===== src/rtl/eic_pkg.sv =====
package eic_pkg;

    // Control byte layout; first field is the most significant bit.
    typedef struct packed {
        logic fall_sense;   // bit 4
        logic rise_sense;   // bit 3
        logic master;       // bit 2
        logic ovf_ie;       // bit 1
        logic edge_ie;      // bit 0
    } eic_ctl_t;

    localparam int OFS_CLEAR    = 'h01;
    localparam int OFS_STATUS   = 'h02;
    localparam int OFS_CTRL     = 'h03;
    localparam int CLR_EDGE_BIT = 3;
    localparam int CLR_OVF_BIT  = 2;
    localparam int RISE_SUBOFS  = 2;
    localparam int FALL_SUBOFS  = 3;

endpackage


===== src/rtl/eic_port_det.sv =====
module eic_port_det #(
    parameter int PORT_W = 8
) (
    input  logic              clk,
    input  logic              rst_n,
    input  logic [PORT_W-1:0] lines,
    input  logic [PORT_W-1:0] rise_en,
    input  logic [PORT_W-1:0] fall_en,
    input  logic              rise_on,
    input  logic              fall_on,
    output logic              hit
);

    logic [PORT_W-1:0] prev_d, prev_q;
    logic [PORT_W-1:0] up_hits, down_hits;

    always_comb begin
        prev_d    = lines;
        up_hits   = lines & ~prev_q & rise_en & {PORT_W{rise_on}};
        down_hits = ~lines & prev_q & fall_en & {PORT_W{fall_on}};
        hit       = |(up_hits | down_hits);
    end

    always_ff @(posedge clk or negedge rst_n) begin
        if (!rst_n) prev_q <= '0;
        else        prev_q <= prev_d;
    end

    // a counted change needs the lines to differ from last cycle
    a_r9_hit_needs_change: assert property (@(posedge clk) disable iff (!rst_n)
        hit |-> (lines != $past(lines)));

endmodule


===== src/rtl/eic_regs.sv =====
module eic_regs
    import eic_pkg::*;
#(
    parameter int NPORTS      = 4,
    parameter int PORT_W      = 8,
    parameter int AW          = 8,
    parameter int PORT_BASE   = 'h40,
    parameter int PORT_STRIDE = 'h10
) (
    input  logic                          clk,
    input  logic                          rst_n,
    input  logic [AW-1:0]                 addr,
    input  logic                          wr,
    input  logic [PORT_W-1:0]             wdata,
    output logic [PORT_W-1:0]             rdata,
    input  logic                          edge_flag,
    input  logic                          ovf_flag,
    input  logic                          irq,
    output logic [NPORTS-1:0][PORT_W-1:0] rise_en,
    output logic [NPORTS-1:0][PORT_W-1:0] fall_en,
    output eic_ctl_t                      ctl,
    output logic                          clr_edge,
    output logic                          clr_ovf
);

    localparam int CTL_W = $bits(eic_ctl_t);

    typedef struct packed {
        logic [NPORTS-1:0][PORT_W-1:0] rise;
        logic [NPORTS-1:0][PORT_W-1:0] fall;
        eic_ctl_t                      ctl;
    } regs_t;

    regs_t r_d, r_q;

    logic [NPORTS-1:0] sel_rise, sel_fall;
    logic sel_clear, sel_status, sel_ctrl, any_sel;

    for (genvar p = 0; p < NPORTS; p++) begin : g_dec
        localparam int RISE_ADDR = PORT_BASE + PORT_STRIDE * p + RISE_SUBOFS;
        localparam int FALL_ADDR = PORT_BASE + PORT_STRIDE * p + FALL_SUBOFS;
        assign sel_rise[p] = (addr == AW'(RISE_ADDR));
        assign sel_fall[p] = (addr == AW'(FALL_ADDR));
    end

    assign sel_clear  = (addr == AW'(OFS_CLEAR));
    assign sel_status = (addr == AW'(OFS_STATUS));
    assign sel_ctrl   = (addr == AW'(OFS_CTRL));
    assign any_sel    = sel_clear | sel_status | sel_ctrl | (|sel_rise) | (|sel_fall);

    always_comb begin
        r_d = r_q;
        if (wr) begin
            for (int p = 0; p < NPORTS; p++) begin
                if (sel_rise[p]) r_d.rise[p] = wdata;
                if (sel_fall[p]) r_d.fall[p] = wdata;
            end
            if (sel_ctrl) r_d.ctl = eic_ctl_t'(wdata[CTL_W-1:0]);
        end
    end

    always_ff @(posedge clk or negedge rst_n) begin
        if (!rst_n) r_q <= '0;
        else        r_q <= r_d;
    end

    assign clr_edge = wr && sel_clear && wdata[CLR_EDGE_BIT];
    assign clr_ovf  = wr && sel_clear && wdata[CLR_OVF_BIT];
    assign rise_en  = r_q.rise;
    assign fall_en  = r_q.fall;
    assign ctl      = r_q.ctl;

    always_comb begin
        rdata = '0;
        if (sel_status) rdata[2:0] = {irq, ovf_flag, edge_flag};
        if (sel_ctrl)   rdata[CTL_W-1:0] = r_q.ctl;
        for (int p = 0; p < NPORTS; p++) begin
            if (sel_rise[p]) rdata = r_q.rise[p];
            if (sel_fall[p]) rdata = r_q.fall[p];
        end
    end

    // configuration only moves on a write
    a_r2_ctl_hold: assert property (@(posedge clk) disable iff (!rst_n)
        !wr |=> $stable(ctl));
    // writes to unmapped addresses leave all state alone
    a_r10_unmapped_ignored: assert property (@(posedge clk) disable iff (!rst_n)
        (wr && !any_sel) |=> ($stable(rise_en) && $stable(fall_en) && $stable(ctl)));

endmodule


===== src/rtl/eic_flags.sv =====
module eic_flags
    import eic_pkg::*;
#(
    parameter int NPORTS = 4
) (
    input  logic              clk,
    input  logic              rst_n,
    input  logic [NPORTS-1:0] port_hit,
    input  logic              clr_edge,
    input  logic              clr_ovf,
    input  eic_ctl_t          ctl,
    output logic              edge_flag,
    output logic              ovf_flag,
    output logic              irq
);

    typedef struct packed {
        logic edge_f;
        logic ovf_f;
    } flags_t;

    flags_t f_d, f_q;
    logic any_hit;

    always_comb begin
        any_hit = |port_hit;
        f_d     = f_q;
        if (any_hit)       f_d.edge_f = 1'b1;
        else if (clr_edge) f_d.edge_f = 1'b0;
        if (any_hit && f_q.edge_f) f_d.ovf_f = 1'b1;
        else if (clr_ovf)          f_d.ovf_f = 1'b0;
    end

    always_ff @(posedge clk or negedge rst_n) begin
        if (!rst_n) f_q <= '0;
        else        f_q <= f_d;
    end

    assign edge_flag = f_q.edge_f;
    assign ovf_flag  = f_q.ovf_f;
    assign irq = ctl.master & ((f_q.edge_f & ctl.edge_ie) | (f_q.ovf_f & ctl.ovf_ie));

    // change flag is sticky without a clear
    a_r4_edge_sticky: assert property (@(posedge clk) disable iff (!rst_n)
        (edge_flag && !clr_edge) |=> edge_flag);
    // a counted change always leaves the change flag set, clear or not
    a_r7_change_wins: assert property (@(posedge clk) disable iff (!rst_n)
        any_hit |=> edge_flag);
    // change on a pending flag raises the missed-change flag
    a_r5_overflow_sets: assert property (@(posedge clk) disable iff (!rst_n)
        (any_hit && edge_flag) |=> ovf_flag);
    // missed-change flag never rises without a pending change flag
    a_r5_overflow_needs_pending: assert property (@(posedge clk) disable iff (!rst_n)
        $rose(ovf_flag) |-> $past(edge_flag));
    // clear drops the missed-change flag unless R7 applies
    a_r6_ovf_clears: assert property (@(posedge clk) disable iff (!rst_n)
        (clr_ovf && !(any_hit && edge_flag)) |=> !ovf_flag);
    // no interrupt without the master enable
    a_r8_master_gate: assert property (@(posedge clk) disable iff (!rst_n)
        !ctl.master |-> !irq);

endmodule


===== src/rtl/edge_irq_ctrl.sv =====
module edge_irq_ctrl
    import eic_pkg::*;
#(
    parameter int NPORTS      = 4,
    parameter int PORT_W      = 8,
    parameter int AW          = 8,
    parameter int PORT_BASE   = 'h40,
    parameter int PORT_STRIDE = 'h10
) (
    input  logic                     clk,
    input  logic                     rst_n,
    input  logic [NPORTS*PORT_W-1:0] lines_i,
    input  logic [AW-1:0]            bus_addr,
    input  logic                     bus_wr,
    input  logic [PORT_W-1:0]        bus_wdata,
    output logic [PORT_W-1:0]        bus_rdata,
    output logic                     irq_o
);

    logic [NPORTS-1:0][PORT_W-1:0] rise_en, fall_en;
    logic [NPORTS-1:0]             port_hit;
    eic_ctl_t                      ctl;
    logic clr_edge, clr_ovf, edge_flag, ovf_flag, irq;

    eic_regs #(
        .NPORTS(NPORTS), .PORT_W(PORT_W), .AW(AW),
        .PORT_BASE(PORT_BASE), .PORT_STRIDE(PORT_STRIDE)
    ) u_regs (
        .clk(clk), .rst_n(rst_n),
        .addr(bus_addr), .wr(bus_wr), .wdata(bus_wdata), .rdata(bus_rdata),
        .edge_flag(edge_flag), .ovf_flag(ovf_flag), .irq(irq),
        .rise_en(rise_en), .fall_en(fall_en), .ctl(ctl),
        .clr_edge(clr_edge), .clr_ovf(clr_ovf)
    );

    for (genvar p = 0; p < NPORTS; p++) begin : g_port
        eic_port_det #(.PORT_W(PORT_W)) u_det (
            .clk(clk), .rst_n(rst_n),
            .lines(lines_i[p*PORT_W +: PORT_W]),
            .rise_en(rise_en[p]), .fall_en(fall_en[p]),
            .rise_on(ctl.rise_sense), .fall_on(ctl.fall_sense),
            .hit(port_hit[p])
        );
    end

    eic_flags #(.NPORTS(NPORTS)) u_flags (
        .clk(clk), .rst_n(rst_n), .port_hit(port_hit),
        .clr_edge(clr_edge), .clr_ovf(clr_ovf), .ctl(ctl),
        .edge_flag(edge_flag), .ovf_flag(ovf_flag), .irq(irq)
    );

    assign irq_o = irq;

endmodule


===== config.mk =====
export PLATFORM = sky130hd
export DESIGN_NAME = edge_irq_ctrl
export DESIGN_NICKNAME = d
export VERILOG_FILES = /design/src/rtl/eic_pkg.sv /design/src/rtl/eic_port_det.sv /design/src/rtl/eic_regs.sv /design/src/rtl/eic_flags.sv /design/src/rtl/edge_irq_ctrl.sv
export SDC_FILE = /design/constraint.sdc
export NUM_CORES = 1
export LEC_CHECK = 0
export ABC_AREA = 1
export BUFFER_PORTS_ARGS = -buffer_cell sky130_fd_sc_hd__clkbuf_2
export CORE_UTILIZATION = 60
export CTS_BUF_LIST = sky130_fd_sc_hd__clkbuf_8
export DETAILED_ROUTE_END_ITERATION = 7
export PLACE_DENSITY = 0.91
export RECOVER_POWER = 25
export SKIP_LAST_GASP = 1
export SYNTH_ARGS = -nofsm -noshare
export SYNTH_HDL_FRONTEND = slang
export SYNTH_SLANG_ARGS = --single-unit

===== constraint.sdc =====
create_clock -name clk -period 1.58 [get_ports clk]
set_clock_uncertainty 0.1 [all_clocks]
set_input_delay 0.237 -clock clk [delete_from_list [all_inputs] [get_ports clk]]
set_output_delay 0.237 -clock clk [all_outputs]
set_load 0.05 [all_outputs]

# Yosys cells after proc, flatten, opt, wreduce, memory -nomap -nowiden
# Cells that the tools add are included.
dict set report totals {
  reg_bits 103
  in_bits 51
}
dict set report classes {
  eq_ne 11
  reduce_logical 16
  bitwise_logic 40
  muxes 14
}
# cell n
set op_table {}
lappend op_table {{bitwise AND 8 bit} 24}
lappend op_table {{equality test 8 x 7 -> 1 bit (second input constant)} 8}
lappend op_table {{two-way mux 8 bit} 8}
lappend op_table {{NOT 8 bit} 8}
lappend op_table {{OR 8 bit} 4}
lappend op_table {{OR reduction 32 bit} 1}
lappend op_table {{AND reduction 2 bit} 9}
lappend op_table {{equality test 8 x 2 -> 1 bit (second input constant)} 2}
lappend op_table {{equality test 8 x 1 -> 1 bit (second input constant)} 1}
lappend op_table {{two-way mux 5 bit} 1}
lappend op_table {{logical AND 1 bit} 4}
lappend op_table {{two-way mux 1 bit} 4}
lappend op_table {{nonzero test 2 bit} 2}
lappend op_table {{bitwise AND 1 bit} 3}
lappend op_table {{two-way mux 3 bit} 1}
lappend op_table {{OR 1 bit} 1}

# Logic depth before layout (Yosys ltp)
# Gate-level depths: netlist of run 1.
dict set report depth {
  word_depth 13
  mapped_depth 12
}

# Cells and area by module
# From an unflattened synthesis of run 1, not the netlist that was laid out.
dict set report unflattened {
  hier_cells 658
  hier_area_um2 5225.0
}
# mod seq_area_each_um2 area_per_inst_um2 instances cells_per_inst
set by_module_without_submodules {}
lappend by_module_without_submodules {eic_regs 1726.7 3270.6 1 400}
lappend by_module_without_submodules {eic_port_det 200.2 461.7 4 61}
lappend by_module_without_submodules {eic_flags 50.0 107.6 1 14}

# Worst setup path after synthesis of run 1
# Ideal clock, no wire load.
dict set report synth_timing {
  path_kind {register to output}
  startpoint {reg u_regs.r_q, in the netlist u_regs.ctl[1]}
  endpoint {out bus_rdata[2]}
  stages_incl_launch_ff 9
  arrival_ps 1914
  path_buffers 0
  t_required_ps 1243
  setup_slack_ps -671
  cell_sequence {dfrtp_1 nand2_1 a21oi_1 nand2_1 nand3_1 nor2_1 nand4_1 nor2_1 nand3_1}
}
dict set report synth_via {
  elab_chain_cells 13
}
# element line_no
set synth_rtl {}
lappend synth_rtl {{start: declaration} eic_regs.sv:34} ;# regs_t r_d, r_q;
lappend synth_rtl {{start signal: assignment} eic_regs.sv:64} ;# else r_q <= r_d;
lappend synth_rtl {{bitwise AND 1 bit} eic_flags.sv:41} ;# assign irq = ctl.master & ((f_q.edge_f & ctl.edge_ie) | (f_q.ovf_f & ctl.ovf_ie));
lappend synth_rtl {{OR 1 bit} eic_flags.sv:41}
lappend synth_rtl {{bitwise AND 1 bit} eic_flags.sv:41}
lappend synth_rtl {{net irq_o} edge_irq_ctrl.sv:17} ;# output logic irq_o
lappend synth_rtl {{two-way mux 3 bit} eic_regs.sv:75} ;# if (sel_status) rdata[2:0] = {irq, ovf_flag, edge_flag};
lappend synth_rtl {{two-way mux 5 bit} eic_regs.sv:76} ;# if (sel_ctrl) rdata[CTL_W-1:0] = r_q.ctl;
lappend synth_rtl {{two-way mux 8 bit} eic_regs.sv:78} ;# if (sel_rise[p]) rdata = r_q.rise[p];
lappend synth_rtl {{two-way mux 8 bit} eic_regs.sv:79} ;# if (sel_fall[p]) rdata = r_q.fall[p];
lappend synth_rtl {{two-way mux 8 bit} eic_regs.sv:78}
lappend synth_rtl {{two-way mux 8 bit} eic_regs.sv:79}
lappend synth_rtl {{two-way mux 8 bit} eic_regs.sv:78}
lappend synth_rtl {{two-way mux 8 bit} eic_regs.sv:79}
lappend synth_rtl {{two-way mux 8 bit} eic_regs.sv:78}
lappend synth_rtl {{two-way mux 8 bit} eic_regs.sv:79}
lappend synth_rtl {{end: declaration} edge_irq_ctrl.sv:16} ;# output logic [PORT_W-1:0] bus_rdata,
# The timed path passes the listed nets, and every way through them passes these cells.

# Worst setup path in the final report of run 1
dict set report layout_timing {
  startpoint {in bus_addr[3]}
  endpoint {out bus_rdata[1]}
}
dict set report layout_via {
  elab_chain_cells 11
  elab_cells_between_ends 20
}
# element line_no
set layout_rtl {}
lappend layout_rtl {{start: declaration} edge_irq_ctrl.sv:13} ;# input logic [AW-1:0] bus_addr,
lappend layout_rtl {{equality test 8 x 2 -> 1 bit} eic_regs.sv:47} ;# assign sel_status = (addr == AW'(OFS_STATUS));
lappend layout_rtl {{two-way mux 3 bit} eic_regs.sv:75}
lappend layout_rtl {{two-way mux 5 bit} eic_regs.sv:76}
lappend layout_rtl {{two-way mux 8 bit} eic_regs.sv:78}
lappend layout_rtl {{two-way mux 8 bit} eic_regs.sv:79}
lappend layout_rtl {{two-way mux 8 bit} eic_regs.sv:78}
lappend layout_rtl {{two-way mux 8 bit} eic_regs.sv:79}
lappend layout_rtl {{two-way mux 8 bit} eic_regs.sv:78}
lappend layout_rtl {{two-way mux 8 bit} eic_regs.sv:79}
lappend layout_rtl {{two-way mux 8 bit} eic_regs.sv:78}
lappend layout_rtl {{two-way mux 8 bit *} eic_regs.sv:79}
# Every way passes the cells marked *; elsewhere a longest branch is shown, timed or not.

==> results.md, run 1 <==
* Starting Density at 0.622
* Die W at a little over 90 um
* Largest net degree at the start of global routing at 47
* Layout Utilization at 0.866
* Max VDD drop at 0.647 mV
* Reg2Reg Setup Slack at -0.28 ns
* Vias at 5465
* Simple-gate share of the synthesized area at 0.303
* Sequential area share after synthesis at 0.536
* Post-synth ARST share at 1.00
* CTS H-tree lvls at 3
* Post-synthesis mux area share at 0
* CTS tree: yes
* Crit path buf inv count at 3
* Die height at between 90 and 100 um
* DR DRC count at 0
* Vias in the first global route at 5317
* Status: finished with violations
* Leakage at between 3 and 4 nW
* Inserted Diodes at 0
* Worst-path cell chain: clkbuf_2 -> buf_4 -> nor2_4 -> nand2_1 -> nor2_1 -> nand2_1 -> nand3_2 -> nor2_4 -> nand4_1 -> nor2_1 -> nand3_2 -> buf_12
* Min-Delay Endpoint: u_regs.ctl[2]$_DFFE_PN0P_
* FMAX at around 430 MHz
* RR Startpoint: u_regs.fall_en[4]$_DFFE_PN0P_
* Clk sink count at around 100
* Slew HR at 0.400
* Clk Latency, worst-skew pair at 0.38 ns
* Overall power at 5.59 mW
* Cells after Synth at ~600
* CTS root buf: clkbuf_8
* Post-synthesis adder-cell area fraction at 0
* Hold Vio Cnt, Final at 0
* CP required at 1.24 ns
* Cell family with most CP delay: simple AND/OR/NAND/NOR gates
* Antenna violations before repair at 0
* Setup-failing EPs final at 11
* Slowest cell on crit path: nor2_1
* Max-capacitance violation count at 0
* Failing checks: negative setup slack
* Synth Area in Compound Gates at 0.107
* Final nets at 792
* Cell taking the most area after synthesis: dfrtp_1
* Initial DRT Pass Iterations at 7
* Placed cell count at 780
* Largest cells by area after synthesis: dfrtp_1, nand2_1, o21ai_0
* Crit path capture type: primary output
* Reg clk slew, reported paths at ~0.11 ns
* Hold Path Depth at 3
* Synth top cells by count: nand2_1, dfrtp_1, nor2_1, o21ai_0, inv_1
* Kind of critical path: in2out
* CTS max path bufs at 2
* Setup TNS at -5.08 ns
* Rows at 32
* Mapped cell area at 0.00481 mm^2
* Critical Path Source Type: input port
* Final wirelength at 20000 um
* Syn_nets at between 600 and 700
* P&R area growth vs syn at 39.1%
* Count leader, synth: nand2_1
* Number of I/O port buffers at about 60
* Total gr overflow at 0
* Synth Register Bits at 103
* Synth warn at 0
* RR Endpoint: u_flags.ovf_flag$_DFFE_PN0P_
* Routed len/inst at 23.6 um
* Min cycle time layout at 2.34 ns
* Worst hold start: bus_wdata[2]
* Crit Path Max Fanout at 3
* Critical path's largest stage delay at 0.42 ns
* Fin crit share at 1.48
* Post-synth top area share at 0.536
* Number of enable flip-flop cells after synthesis at 0
* Worst r2r path cells at 12
* Cts bufs inserted at 9
* HP Class: in2reg
* Syn Area/Cell at 8.08 um^2
* Core Area at 0.00773 mm^2
* First-pass GRT wire length at 26200 um
* Starting DRC count in detailed routing at 883
* DP HPWL at 10600 um
* Pwr dens at around 840 mW/mm^2
* Non-Filler Instances at roughly 850
* Top Ports at 60
* Die area at 0.00838 mm^2
* Final slew viol count at 0
* FILL cells at 395
* Post-route ant nets at 0
* RSZ-0062 raised after global routing: yes
* Gr usage total at 0.424
* Crit path setup slack, layout at -0.762 ns
* Arr. time, crit path at 2.01 ns
* Synth Area in XOR/XNOR at 0
* Ys flop type: dfrtp_1
* GPL Wtd Cong at 0.928
* Vias per cell at 6.44
* Share of cells above drive strength 1 at 0.269
* Slew @ Worst Pin at between 0.9 and 1 ns
* Largest family of logic cells by synthesized area: simple AND/OR/NAND/NOR gates
* Distinct cells, synth at 26
==> per-stage QoR <==
step	worst slack, ns	hold slack, ns	instance area [um^2]
after global routing	-0.833	0.0625	6690
after CTS	-0.575	0.0243	6420
after floorplan	-0.248	-0.159	4860
final	-0.762	0.0585	6690
after global placement	-0.405	0.0997	5560
after detailed placement	-0.433	0.109	5560
==> layer usage <==
layer | GRT usage | vias to the layer above | part of all wire
met4 | 0.303 | 0 | 0.11
met3 | 0.0988 | 219 | 0.14
met5 | 0 | - | 0
met1 | 0.503 | 2505 | 0.32
met2 | 0.678 | 515 | 0.44
li1 | - | 2226 | -
==> registers in the layout, indices dropped and copies added, names as in the netlist <==
register             cells
g_port.u_det.prev_q     32
u_flags.edge_flag        1
u_flags.ovf_flag         1
u_regs.ctl               5
u_regs.fall_en          32
u_regs.rise_en          32
==> worst register-to-register path, cell delays in order, from the launching register on <==
cell and delay (ns):
dfrtp_1 0.41, inv_1 0.11, nor2_1 0.06, nand2_1 0.13, nand2_1 0.10, nor2_1 0.11, nand2_1 0.16, nor2_1 0.19
nand2_1 0.12, nand2_2 0.11, nand2_2 0.05, nand2_1 0.06, nand2_1 0.04
==> power by group <==
group	switching [mW]	internal, mW
sequential	0.156	2.79
combinational	0.488	0.366
clock	1.02	0.770
total	1.66	3.92
==> layout by cell type (no fill, tap or decap), drive strengths merged <==
cell and count:
nand2 214, dfrtp 103, o21ai 85, buf 70, nor2 68, clkbuf 52, inv 49, dlygate4sd3 32
nand3 26, nand4 9, nand3b 9, o22ai 8, a21oi 6, nor3 5, or2 3, and2 2
nor4 1, o2111ai 1, clkinv 1, bufinv 1, clkdlybuf4s25 1
==> area by class of cell <==
| type | instances | area, um^2 | area share |
|---|---|---|---|
| timing repair buffer | 146 | 1260 | 0.188 |
| tap | 102 | 128 | 0.0191 |
| inverter | 44 | 175 | 0.0262 |
| multi-input combinational | 437 | 2340 | 0.350 |
| sequential | 103 | 2580 | 0.385 |
| clock buffer | 9 | 124 | 0.0185 |
| clock inverter | 7 | 83.8 | 0.0125 |
==> cell families (layout without fill, tap and decap cells) <==
kind of cell	after synthesis	count (layout)
DFF	103	103
buffers and inverters	55	206
and+or+nand+nor	337	337
AOI/OAI and AO/OA	100	100
==> worst max path at each step <==
| stage | startpoint | end | depth (start not counted) |
|---|---|---|---|
| floorplan | bus_addr[7] | bus_rdata[3] | 7 |
| global placement | bus_addr[1] | bus_rdata[7] | 10 |
| detailed placement | bus_addr[5] | bus_rdata[7] | 10 |
| CTS | u_regs.ctl[0]$_DFFE_PN0P_ | bus_rdata[2] | 9 |
| global route | u_regs.ctl[3]$_DFFE_PN0P_ | bus_rdata[3] | 7 |
| finish | bus_addr[3] | bus_rdata[1] | 12 |
==> repair_timing <==
| action | CTS | global route |
|---|---|---|
| endpoints found under the setup margin | 9 | 19 |
| resized for setup | 64 | 79 |
| hold buffers | 33 | 0 |
| gates cloned | 1 | 0 |
| hold endpoints to repair | 60 | 0 |
| buffers inserted | 12 | 14 |
| pin swaps | 25 | 54 |
No activity file was read; power rests on OpenSTA's default activity.
==> run 2: changes to the inputs <==
Settings changed: CORE_UTILIZATION 60 to 58, CTS_BUF_LIST sky130_fd_sc_hd__clkbuf_8 to default, PLACE_DENSITY 0.91 to 0.89.
==> run 2 against run 1 <==
Effect of this change:
- the flow still finishes with violations (negative setup slack)
- setup slack better by 0.063 ns
- power up 0.83%
- worst hold slack worse by 0.0055 ns
- first-iteration DRC count down 20%
- non-clock buffer count down 1
- combinational power down 5.9%
- global-route usage down 2.9 points
- die area up 3.4%
- critical path depth down 4
- clock power up 7%
- critical endpoint unchanged
- largest power group unchanged
- highest routed layer unchanged
==> results.md, run 2 (synthesized netlist as in run 1, its figures left out) <==
* Placed cell count at 783 (+0.38%)
* RSZ-0062 raised after global routing: yes
* Setup TNS at -4.60 ns (+0.473 ns)
* FMAX at 439 MHz (+2.8%)
* CTS tree: yes
* Most frequent cells in the layout: nand2_1, dfrtp_1, o21ai_0
* Switching pwr at 1.57 mW (-5.6%)
* CTS root buf: clkbuf_8
* Leakage at 3.18 nW (+0.79%)
* Clk network pwr share at 0.339 (+0.019)
* Sequential Area at 0.00258 mm^2 (unchanged)
* Final wirelength at 18200 um (-9.0%)
* Die W at 93.1 um (+1.7%)
* Crit Path Max Fanout at 2 (-1)
* Failing checks: negative setup slack
* Sequential share of power at 0.519 (-0.008)
* Number of I/O port buffers at 59 (unchanged)
* Post-placement setup slack at -0.391 ns (+0.0420 ns)
* Layout Utilization at 0.852 (-0.0141)
* Crit path setup slack, layout at -0.699 ns (+0.0629 ns)
* Antenna violations before repair at 0 (unchanged)
* Pwr dens at 839 mW/mm^2 (+0.42%)
* CTS H-tree lvls at 3 (unchanged)
* Routed len/inst at 21.5 um (-8.9%)
* Finished Cell Area at 0.00672 mm^2 (+0.41%)
* Arr. time, crit path at 1.94 ns (-0.07 ns)
* Crit path buf inv count at 2 (-1)
* Final slew viol count at 0 (unchanged)
* CP required at 1.24 ns (about the same)
* Largest net degree at the start of global routing at 37 (-21%)
* Inserted Diodes at 0 (unchanged)
* Post-route ant nets at 0 (unchanged)
* Slew HR at 0.478 (+0.0783)
* DP HPWL at 10700 um (+1.0%)
* Kind of critical path: reg2out
* Non-Filler Instances at 847 (-0.12%)
* Gr usage total at 0.395 (-0.0286)
* Share of cells above drive strength 1 at 0.279 (+0.00976)
* Die height at 93.1 um (+1.7%)
* Vias in the first global route at 5019 (-5.6%)
* First-pass GRT wire length at 25200 um (-3.8%)
* Max VDD drop at 0.543 mV (-16%)
* Most frequent CP cell: nand3_2
* Placed cell areas at 0.00564 mm^2 (+1.4%)
* Cts bufs inserted at 9 (unchanged)
* Commonest non-fill, non-tap cell in the layout: nand2_1
* Top Ports at 60 (unchanged)
* Vias per cell at 6.26 (-2.8%)
* Int Pwr at 4.06 mW (+3.6%)
* FILL cells at 420 (+6.3%)
* GPL Wtd Cong at 0.997 (+7.4%)
* DR DRC count at 0 (unchanged)
* Clk Latency, worst-skew pair at 0.37 ns (about the same)
* CTS max path bufs at 2 (unchanged)
* Fin crit share at 1.44 (-0.0398)
* Vias at 5303 (-3.0%)
* Core Area at 0.00789 mm^2 (+2.1%)
* Starting Density at 0.610 (-0.0126)
* Multi-input gate area at 0.00233 mm^2 (-0.59%)
* Slowest cell on crit path: dfrtp_1
* Critical path's largest stage delay at 0.42 ns (about the same)
* Reg clk slew, reported paths at 0.10 ns (about the same)
* Final nets at 791 (-0.13%)
* Combinational power share at 0.143 (-0.010)
* Critical Path Source Type: flip-flop
* Setup-failing EPs final at 19 (+8)
* Initial DRT Pass Iterations at 6 (-1)
* P&R area growth vs syn at 39.7%
* Sw frac at 0.279 (-0.0190)
* Max-capacitance violation count at 0 (unchanged)
* Slew @ Worst Pin at 0.783 ns (-0.117 ns)
* Die area at 0.00866 mm^2 (+3.4%)
* Total gr overflow at 0 (unchanged)
* Hold Vio Cnt, Final at 0 (unchanged)
* Worst-path cell chain: buf_4 -> nand2_2 -> nand3_2 -> nor2_4 -> nand4_1 -> nor2_2 -> nand3_2 -> buf_12
* Rows at 32 (unchanged)
* Crit path capture type: primary output
* Cell family with most CP delay: simple AND/OR/NAND/NOR gates
* Reg2Reg Setup Slack at -0.10 ns (+0.18 ns)
* HP Class: in2reg
* Clk sink count at 103 (unchanged)
* Min cycle time layout at 2.28 ns (-0.0629 ns)
* Starting DRC count in detailed routing at 708 (-20%)
* Status: finished with violations
[run 2: cell type report]
class | instances | area share
multi-input combinational | 437 | 0.347
clock buffer | 10 | 0.0205
clock inverter | 6 | 0.0134
inverter | 44 | 0.0272
timing repair buffer | 145 | 0.189
tap | 102 | 0.0190
sequential | 103 | 0.384
[run 2: through the flow]
step,power (mW),hold WS [ns]
2_1_floorplan,3.17,-0.159
3_3_place_gp,3.50,0.0844
3_5_place_dp,3.54,0.0840
4_1_cts,5.46,0.0497
5_1_grt,5.79,0.0584
6_report,5.63,0.0530
[run 2: worst register-to-register path, stage by stage (launching register included)]
cell and delay, ns:
dfrtp_1 0.45, buf_6 0.14, nand2_1 0.07, o21ai_2 0.06, nor2_2 0.15, nand2_1 0.08
nor2_2 0.13, nand2_1 0.11, nand2_2 0.09, nand2_1 0.08, nand2_1 0.08, nand2_1 0.04
[run 2: final timing paths]
kind | end | depth (start not counted) | start
setup reg to reg | u_flags.ovf_flag$_DFFE_PN0P_ | 11 | u_regs.rise_en[6]$_DFFE_PN0P_
hold / removal | u_regs.ctl[2]$_DFFE_PN0P_ | 3 | bus_wdata[2]
min in group asynchronous | u_regs.fall_en[0]$_DFFE_PN0P_ | 2 | rst_n
hold reg to reg | u_regs.fall_en[16]$_DFFE_PN0P_ | 2 | u_regs.fall_en[16]$_DFFE_PN0P_
setup / recovery | bus_rdata[1] | 8 | u_flags.ovf_flag$_DFFE_PN0P_
max in group asynchronous | u_regs.rise_en[13]$_DFFE_PN0P_ | 3 | rst_n
[run 2: repair_timing]
item / in CTS / in global routing
buffers inserted: 6 / 16
endpoints found under the hold margin: 55 / 0
pin swaps: 9 / 58
resized for setup: 41 / 107
hold buffers: 33 / 0
endpoints found under the setup margin: 10 / 19
[run 2: layer usage]
| metal | track usage | wire length, um | share of wire | up-vias |
|---|---|---|---|---|
| met5 | 0 | 0 | 0 | - |
| met1 | 0.483 | 6020 | 0.33 | 2458 |
| met2 | 0.648 | 8320 | 0.46 | 461 |
| met3 | 0.105 | 2220 | 0.12 | 169 |
| met4 | 0.196 | 1650 | 0.090 | 0 |
| li1 | - | - | - | 2215 |
[run 2: power by group through the flow]
stage               Sequential (mW)  Combinational [mW]  Clock, mW
floorplan                      2.92               0.252          0
global placement               2.94               0.560          0
detailed placement             2.95               0.585          0
CTS                            2.90               0.685       1.88
global route                   2.93               0.853       2.01
finish                         2.92               0.804       1.91
==> run 3: changes to the inputs <==
Settings changed: CORE_UTILIZATION 58 to 52, PLACE_DENSITY 0.89 to 0.85, SLEW_MARGIN from default to 40.
Clock period 1.58 ns to 1.9 ns, I/O delays scaled along.
==> run 3 against run 2 <==
Effect of this change:
- the flow finishes with violations (design-rule violations, negative setup slack)
- global-route usage down 5.9 points
- register-to-register slack improved by 0.27 ns
- first-iteration DRC count is 54% lower
- setup slack improved by 0.39 ns
- utilization decreased by 13 points
- worst hold slack got worse by 0.0033 ns
- routed wire length fell by 13%
- power is 19% lower
==> results.md, run 3 (synthesized netlist as in run 1, its figures left out) <==
* Critical path's largest stage delay at 0.43 ns (about the same)
* CTS H-tree lvls at 3 (unchanged)
* Vias per cell at 5.63 (-10%)
* Reg2Reg Setup Slack at 0.17 ns (+0.27 ns)
* Largest net degree at the start of global routing at 104 (+180%)
* First-pass GRT wire length at 24200 um (-4.0%)
* Slew HR at 0.377 (-0.101)
* Fin crit share at 1.16
* Finished Cell Area at 0.00640 mm^2 (-4.7%)
* Final nets at 770 (-2.7%)
* Vias at 4685 (-12%)
* Most frequent cells in the layout: nand2_1, dfrtp_1, o21ai_0
* Overall power at 4.58 mW (-19%)
* HP Class: in2reg
* M2 GR Usage at 0.558 (-0.0897)
* Die W at 98.2 um (+5.5%)
* Pwr dens at 716 mW/mm^2 (-15%)
* Status: finished with violations
* CTS max path bufs at 2 (unchanged)
* Die area at 0.00964 mm^2 (+11%)
* Max-capacitance violation count at 0 (unchanged)
* Met3 usage at 0.0916 (-0.0133)
* Clk sink count at 103 (unchanged)
* Antenna violations before repair at 0 (unchanged)
* Leakage at 2.98 nW (-6.3%)
* Routed len/inst at 19.1 um (-11%)
* Kind of critical path: reg2out
* Cts bufs inserted at 9 (unchanged)
* Gr usage total at 0.336 (-0.0589)
* Vias in the first global route at 4641 (-7.5%)
* Initial DRT Pass Iterations at 8 (+2)
* Crit path setup slack, layout at -0.309 ns (+0.391 ns)
* Slowest cell on crit path: dfrtp_1
* Min cycle time layout at 2.21 ns
* Worst hold start: bus_wdata[2]
* Core Area at 0.00885 mm^2 (+12%)
* Setup-failing EPs final at 8 (-11)
* Hold Path Depth at 3 (unchanged)
* Met1 GRT Util at 0.419 (-0.0642)
* Rows at 34 (+6.3%)
* P&R area growth vs syn at 33.1%
* DR DRC count at 3 (+3)
* Worst r2r path cells at 12 (+1)
* Total gr overflow at 0 (unchanged)
* FMAX at 453 MHz
* Failing checks: design-rule violations, negative setup slack
* RR Startpoint: g_port[3].u_det.prev_q[2]$_DFF_PN0_
* Commonest non-fill, non-tap cell in the layout: nand2_1
* Placed cell areas at 0.00552 mm^2 (-2.1%)
* CTS root buf: clkbuf_8
* Worst-path cell chain: nand2_2 -> a21oi_4 -> nand2_2 -> nand3_2 -> nor2_2 -> nand4_1 -> nor2_2 -> nand3_2 -> buf_12
* Slew @ Worst Pin at 0.935 ns (+0.152 ns)
* CTS tree: yes
* RR Endpoint: u_flags.ovf_flag$_DFFE_PN0P_
* Inserted Diodes at 0 (unchanged)
* Share of cells above drive strength 1 at 0.215 (-0.0637)
* Post-route ant nets at 0 (unchanged)
* Die height at 98.2 um (+5.5%)
* RSZ-0062 raised after global routing: yes
* DP HPWL at 10900 um (+1.6%)
* Setup TNS at -1.08 ns (+3.53 ns)
* GR peak layer: met2
* Crit Path Max Fanout at 2 (unchanged)
* Starting Density at 0.544 (-0.0662)
* Top Ports at 60 (unchanged)
* Crit path capture type: primary output
* Max VDD drop at 0.542 mV (about the same)
* Min-Delay Endpoint: u_regs.ctl[2]$_DFFE_PN0P_
* Arr. time, crit path at 1.82 ns (-0.12 ns)
* Number of I/O port buffers at 59 (unchanged)
* CP required at 1.51 ns (+0.27 ns)
* Final slew viol count at 0 (unchanged)
* Hold Vio Cnt, Final at 0 (unchanged)
* GPL Wtd Cong at 1.03 (+3.5%)
* Starting DRC count in detailed routing at 325 (-54%)
* Final wirelength at 15900 um (-13%)
* Critical Path Source Type: flip-flop
* Clk Latency, worst-skew pair at 0.36 ns (about the same)
* Reg clk slew, reported paths at 0.10 ns (about the same)
==> run 3: changes by cell type in the layout (fill, tap and decap cells not counted), sizes merged <==
cell      before  now
clkbuf        50   55
clkinvlp       1    0
buf           72   46
clkinv         1    2
==> run 3: through the flow <==
step	worst slack [ns]	utilization	cells	hold slack, ns
detailed placement	-0.248	0.624	778	0.293
CTS	-0.274	0.705	829	0.0455
global route	-0.339	0.724	832	0.0536
global placement	-0.237	0.624	778	0.291
floorplan	-0.0245	-	595	-0.111
finish	-0.309	0.724	832	0.0497
==> run 3: timing repair <==
action                     4_1_cts  5_1_grt
setup endpoints to repair        8        9
setup buffers                    2        3
hold endpoints to repair       135        0
resized for setup               41       60
gates cloned                     0        0
hold buffers                    33        0
pin swaps                       16       40
==> run 3: final cells by class <==
class	count	area, um^2
sequential	103	2580
fill	712	2450
multi-input combinational	437	2240
timing repair buffer	124	1040
inverter	44	185
clock buffer	10	138
tap	108	135
clock inverter	6	91.3
==> run 3: power by group <==
group          internal, mW  total [mW]  switching (mW)
logic                 0.254       0.600           0.345
registers              2.32        2.44           0.117
clock network         0.788        1.55           0.761
total                  3.36        4.58            1.22
==> run 3: how the worst max path moves through the flow <==
stage | startpoint | end | slack, ns | cells past startpoint
CTS | u_flags.edge_flag$_DFFE_PN0P_ | bus_rdata[2] | -0.27 | 9
global placement | bus_addr[2] | bus_rdata[6] | -0.24 | 13
detailed placement | bus_addr[2] | bus_rdata[6] | -0.25 | 13
global route | u_flags.ovf_flag$_DFFE_PN0P_ | bus_rdata[2] | -0.34 | 9
finish | u_flags.ovf_flag$_DFFE_PN0P_ | bus_rdata[2] | -0.31 | 9
floorplan | bus_addr[7] | bus_rdata[3] | -0.02 | 7
==> run 3: routing by layer <==
layer	part of all wire	vias up
met2	0.49	234
met4	0.041	0
met3	0.093	51
li1	-	2169
met5	0	-
met1	0.38	2231
==> run 3: worst max-delay path: cells and delay by family, from the launching register on <==
kind	cells	cell delay (ns)
buffers and inverters	1	0.16
flip-flops	1	0.43
AO/OA/AOI/OAI	1	0.06
AND/OR/NAND/NOR	7	0.80
